File: config.mk
export PLATFORM = sky130hd
export DESIGN_NAME = nvm_status_guard
export DESIGN_NICKNAME = d
export VERILOG_FILES = /design/src/rtl/nvm_status_pkg.sv /design/src/rtl/nvm_wel_ctrl.sv /design/src/rtl/nvm_cfg_store.sv /design/src/rtl/nvm_block_guard.sv /design/src/rtl/nvm_status_guard.sv
export SDC_FILE = /design/constraint.sdc
export NUM_CORES = 1
export LEC_CHECK = 0
export BUFFER_PORTS_ARGS = -buffer_cell sky130_fd_sc_hd__buf_2
export CAP_MARGIN = 20
export CORE_AREA = 8 8 45 47
export CTS_BUF_LIST = sky130_fd_sc_hd__clkbuf_8
export CTS_CLUSTER_SIZE = 30
export DETAILED_ROUTE_END_ITERATION = 10
export DIE_AREA = 0 0 53 55
export PLACE_DENSITY_LB_ADDON = 0.15
export SYNTH_ARGS = -nofsm -noshare
export SYNTH_HDL_FRONTEND = slang
export SYNTH_SLANG_ARGS = --single-unit
File: constraint.sdc
create_clock -name clk -period 1.1 [get_ports clk]
set_clock_uncertainty 0.05 [all_clocks]
set_input_delay 0.33 -clock clk [delete_from_list [all_inputs] [get_ports clk]]
set_output_delay 0.33 -clock clk [all_outputs]
set_load 0.02 [all_outputs]
File: src/rtl/nvm_status_pkg.sv
package nvm_status_pkg;
  localparam int SB_WPEN = 7;
  localparam int SB_BP_HI = 3;
  localparam int SB_BP_LO = 2;
  localparam int SB_WEL = 1;
  localparam int SB_WIP = 0;

  typedef struct packed {
    logic       wpen;
    logic [1:0] bp;
  } nv_cfg_t;

  function automatic logic [7:0] pack_status(nv_cfg_t c, logic wel, logic wip);
    return {c.wpen, 3'b000, c.bp, wel, wip};
  endfunction
endpackage

File: src/rtl/nvm_wel_ctrl.sv
module nvm_wel_ctrl #(
  parameter int FRAME_W = 6,
  parameter int OP_BITS = 8
) (
  input  logic               clk,
  input  logic               rst_n,
  input  logic               wren_stb,
  input  logic               wrdi_stb,
  input  logic [FRAME_W-1:0] frame_len,
  input  logic               wrsr_commit,
  input  logic               wr_done_stb,
  output logic               wel
);
  logic len_ok;
  assign len_ok = (frame_len == FRAME_W'(OP_BITS));

  // disable beats enable; enable beats the clear from a finished write
  always_ff @(posedge clk or negedge rst_n) begin
    if (!rst_n) wel <= 1'b0;
    else if (wrdi_stb && len_ok) wel <= 1'b0;
    else if (wren_stb && len_ok) wel <= 1'b1;
    else if (wrsr_commit || wr_done_stb) wel <= 1'b0;
  end
endmodule

File: src/rtl/nvm_cfg_store.sv
module nvm_cfg_store
  import nvm_status_pkg::*;
#(
  parameter logic [2:0] INIT_CFG = 3'b000
) (
  input  logic       clk,
  input  logic       rst_n,
  input  logic       commit,
  input  logic [7:0] data,
  output nv_cfg_t    cfg
);
  logic unused_bits;
  assign unused_bits = ^{data[6:4], data[1:0]};

  always_ff @(posedge clk or negedge rst_n) begin
    if (!rst_n) cfg <= nv_cfg_t'(INIT_CFG);
    else if (commit) begin
      cfg.wpen <= data[SB_WPEN];
      cfg.bp   <= data[SB_BP_HI:SB_BP_LO];
    end
  end
endmodule

File: src/rtl/nvm_block_guard.sv
module nvm_block_guard #(
  parameter int ADDR_W = 10
) (
  input  logic [1:0]        bp,
  input  logic [ADDR_W-1:0] addr,
  output logic              prot
);
  localparam logic [ADDR_W-1:0] QTR_BASE  = {2'b11, {(ADDR_W-2){1'b0}}};
  localparam logic [ADDR_W-1:0] HALF_BASE = {2'b10, {(ADDR_W-2){1'b0}}};

  always_comb begin
    unique case (bp)
      2'b00:   prot = 1'b0;
      2'b01:   prot = (addr >= QTR_BASE);
      2'b10:   prot = (addr >= HALF_BASE);
      default: prot = 1'b1;
    endcase
  end
endmodule

File: src/rtl/nvm_status_guard.sv
module nvm_status_guard
  import nvm_status_pkg::*;
#(
  parameter int         ADDR_W   = 10,
  parameter int         FRAME_W  = 6,
  parameter int         OP_BITS  = 8,
  parameter logic [2:0] INIT_CFG = 3'b000
) (
  input  logic               clk,
  input  logic               rst_n,
  input  logic               wren_stb,
  input  logic               wrdi_stb,
  input  logic               wrsr_stb,
  input  logic [7:0]         wrsr_data,
  input  logic               wr_done_stb,
  input  logic [FRAME_W-1:0] frame_len,
  input  logic               wp_in,
  input  logic               busy_in,
  input  logic [ADDR_W-1:0]  tgt_addr,
  output logic [7:0]         status_q,
  output logic               array_wr_ok,
  output logic               status_wr_ok
);
  logic    wel;
  logic    prot;
  logic    wrsr_commit;
  nv_cfg_t cfg;

  assign status_wr_ok = wel & (~cfg.wpen | wp_in);
  assign wrsr_commit  = wrsr_stb & status_wr_ok;
  assign array_wr_ok  = wel & ~prot;
  assign status_q     = pack_status(cfg, wel, busy_in);

  nvm_wel_ctrl #(.FRAME_W(FRAME_W), .OP_BITS(OP_BITS)) u_wel (
    .clk(clk), .rst_n(rst_n), .wren_stb(wren_stb), .wrdi_stb(wrdi_stb),
    .frame_len(frame_len), .wrsr_commit(wrsr_commit),
    .wr_done_stb(wr_done_stb), .wel(wel)
  );

  nvm_cfg_store #(.INIT_CFG(INIT_CFG)) u_cfg (
    .clk(clk), .rst_n(rst_n), .commit(wrsr_commit), .data(wrsr_data), .cfg(cfg)
  );

  nvm_block_guard #(.ADDR_W(ADDR_W)) u_blk (
    .bp(cfg.bp), .addr(tgt_addr), .prot(prot)
  );
endmodule

==> impl_metrics.toml <==
[global_route]
grt_max_degree = 5
grtUsageTotal_pct = 6.62
grt.met1_usage_pct = 7.18
grt_pass1_wl_um = 1360
first_global_vias = 318
antenna_found_initial = 0
use_met2_pct = 8.20
use_met3_pct = 2.94
busiest_layer = "met4"
grt_overflow = 0

[sta]
setup_viol = 10
fin_crit_sh_pct = 127
period_needed_ns = 1.40
clock.fmax_ghz = 0.714
holdWs_ns = 0.264
finalMaxSlewViolations = 0
tns_ns = -1.79
rsz0062_at_grt = "yes"
hold_viol = 0
setup_ws_ns = -0.301

[clock_tree]
clock_sinks = 4
clkSlewWorstSetupHoldPaths_ns = 0.03
clock_path_buffers = 2
root_buffer = "clkbuf_8"
numCtsBuffers = 3
clock_latency_ns = 0.21
cts_tree = "yes"
cts_max_level = 1

[synthesis]
synth_top_cell_by_area = "dfrtp_1"
ys_warn_count = 0
synth_top_area_share_pct = 35.7
synth_cell_types = 15
netlist_instances = 25
synth_area_um2 = 280
netlist_top_cells_area = "dfrtp_1 36%, mux2_4 16%, buf_4 13%"
ys_seq_area_share_pct = 35.7
ys_seq_elements = 4
syn_area_per_cell_um2 = 11.2

[worst_setup_path]
endpoint_kind = "primary output"
cp_max_fo = 3
crit_family = "flip-flops"
required_ns = 0.72
critical_path_class = "reg -> out"
worstPathArrival_ns = 1.02
crit_chain = "o21ai_2 -> and3_4 -> buf_6"
worst-path-buf-inv = 1
slowest_delay_ns = 0.41
start_kind = "flop"
slowest_stage = "dfrtp_2"

[floorplanning]
die_area_um2 = 2920
core_um2 = 1380
start_util_pct = 20.3
io_pins = 42
die_w_um = 53
die_y_um = 55
row_count = 14

[routing]
first_pass_iters = 2
ant_nets = 0
drcViolationCount = 0
viasPerCell = 3.99
routed_wirelength_um = 836
drtIter0Drc = 1
vias = 283
route.detailed.wl_per_inst_um = 11.8

[power]
power.total_mw = 0.670
power.leakage_nw = 0.272
switching_share_pct = 24.0
p_int_mw = 0.509
p_per_area_nw_per_um2 = 1250
seqPwrFrac_pct = 27.5
irDropWorstVdd_v = 0.000441
combPwrFrac_pct = 26.7
power.net_switching_mw = 0.161
power.share.clock_pct = 45.8

[layout]
nets = 89
seq_area_um2 = 103
multiInputGateArea_um2 = 155
fillCellCount = 148
synthToLayoutAreaGrowth_pct = 92.0
n_antenna_cell = 0
final_cells = 71
final_cell_area_um2 = 538
final_core_util_pct = 38.9
drive_above_1_share_pct = 78.2

[hold_path]
holdCritPathClass = "in -> reg"

[run]
cap_violations = 0

[placement]
dp_cells = 62
postPlaceCellArea_um2 = 400
gp_congestion = 0.608
dp_hpwl_um = 682
pre_cts_slack_ns = -0.173
numPortBuffers = 23

[status]
violations = "setup timing"
status = "finished with violations"
==> synthesized netlist by cell type <==
master / number
mux2_4: 3
conb_1: 1
nand3_1: 2
nand2b_4: 1
and2_2: 1
dfrtp_1: 4
nor2_1: 1
a211o_1: 1
and3_4: 1
nor4b_2: 1
o21ai_0: 1
and3_1: 1
inv_1: 1
a32oi_1: 1
buf_4: 5
==> per-layer routing <==
layer  up-vias  routed length, µm  share of wire, %
met2        19                375                45
met4         0                 19               2.3
li1        141                  -                 -
met1       121                326                39
met5         -                  0                 0
met3         2                115                14
==> placed cells by master, fill, tap and decap left out, types with 2 or more instances in the layout <==
cell type,count
and3_4,2
buf_2,17
buf_4,4
buf_6,8
clkbuf_8,3
conb_1,3
dfrtp_1,2
dfrtp_2,2
mux2_4,3
nand3_1,2
==> state kept, by name (all words and copies together) (netlist names) <==
signal     count
u_wel.wel      1
u_cfg.cfg      3
==> logic make-up after synthesis <==
logic type | Yosys count | share of synthesized area [%]
AND/OR/NAND/NOR | 8 | 24.1
buffers and inverters | 6 | 14.7
flip-flops | 4 | 35.7
AO/OA/AOI/OAI | 3 | 8.04
multiplexers | 3 | 16.1
other | 1 | 1.34
==> power by group through the flow <==
stage	Sequential, mW	Combinational, mW	Clock [mW]
floorplan	0.202	0.0596	0
global placement	0.183	0.128	0
detailed placement	0.184	0.128	0
global route	0.186	0.191	0.332
finish	0.184	0.179	0.307
CTS	0.181	0.173	0.317
==> worst reg2reg max path: stages (launching register included) <==
cell and delay (ns):
dfrtp_1 0.40, buf_4 0.15, buf_6 0.10, and3_4 0.16
mux2_4 0.30
==> final timing paths <==
path | from | endpoint | slack [ns] | cells past startpoint
min in group asynchronous | rst_n | u_cfg.cfg[1]$_DFFE_PN0P_ | 0.40 | 2
min | wrdi_stb | u_wel.wel$_DFFE_PN0P_ | 0.26 | 2
max | u_cfg.cfg[0]$_DFFE_PN0P_ | array_wr_ok | -0.30 | 3
max in group asynchronous | rst_n | u_cfg.cfg[0]$_DFFE_PN0P_ | 0.47 | 2
min reg2reg | u_cfg.cfg[1]$_DFFE_PN0P_ | u_cfg.cfg[1]$_DFFE_PN0P_ | 0.53 | 1
max reg2reg | u_wel.wel$_DFFE_PN0P_ | u_cfg.cfg[1]$_DFFE_PN0P_ | -0.18 | 4
==> layout make-up <==
cell class	count	area share, %
clock buffer	3	7.67
tap	16	3.72
timing repair buffer	30	40.0
multi-input combinational	17	28.8
inverter	1	0.698
sequential	4	19.1
==> timing repair <==
item	4_1_cts	5_1_grt
endpoints found under the hold margin	4	0
setup buffers	4	1
hold buffers	1	0
gates resized for setup	11	4
pin swaps	2	1
setup endpoints to repair	9	10
Power figures use the tool's default switching activity.
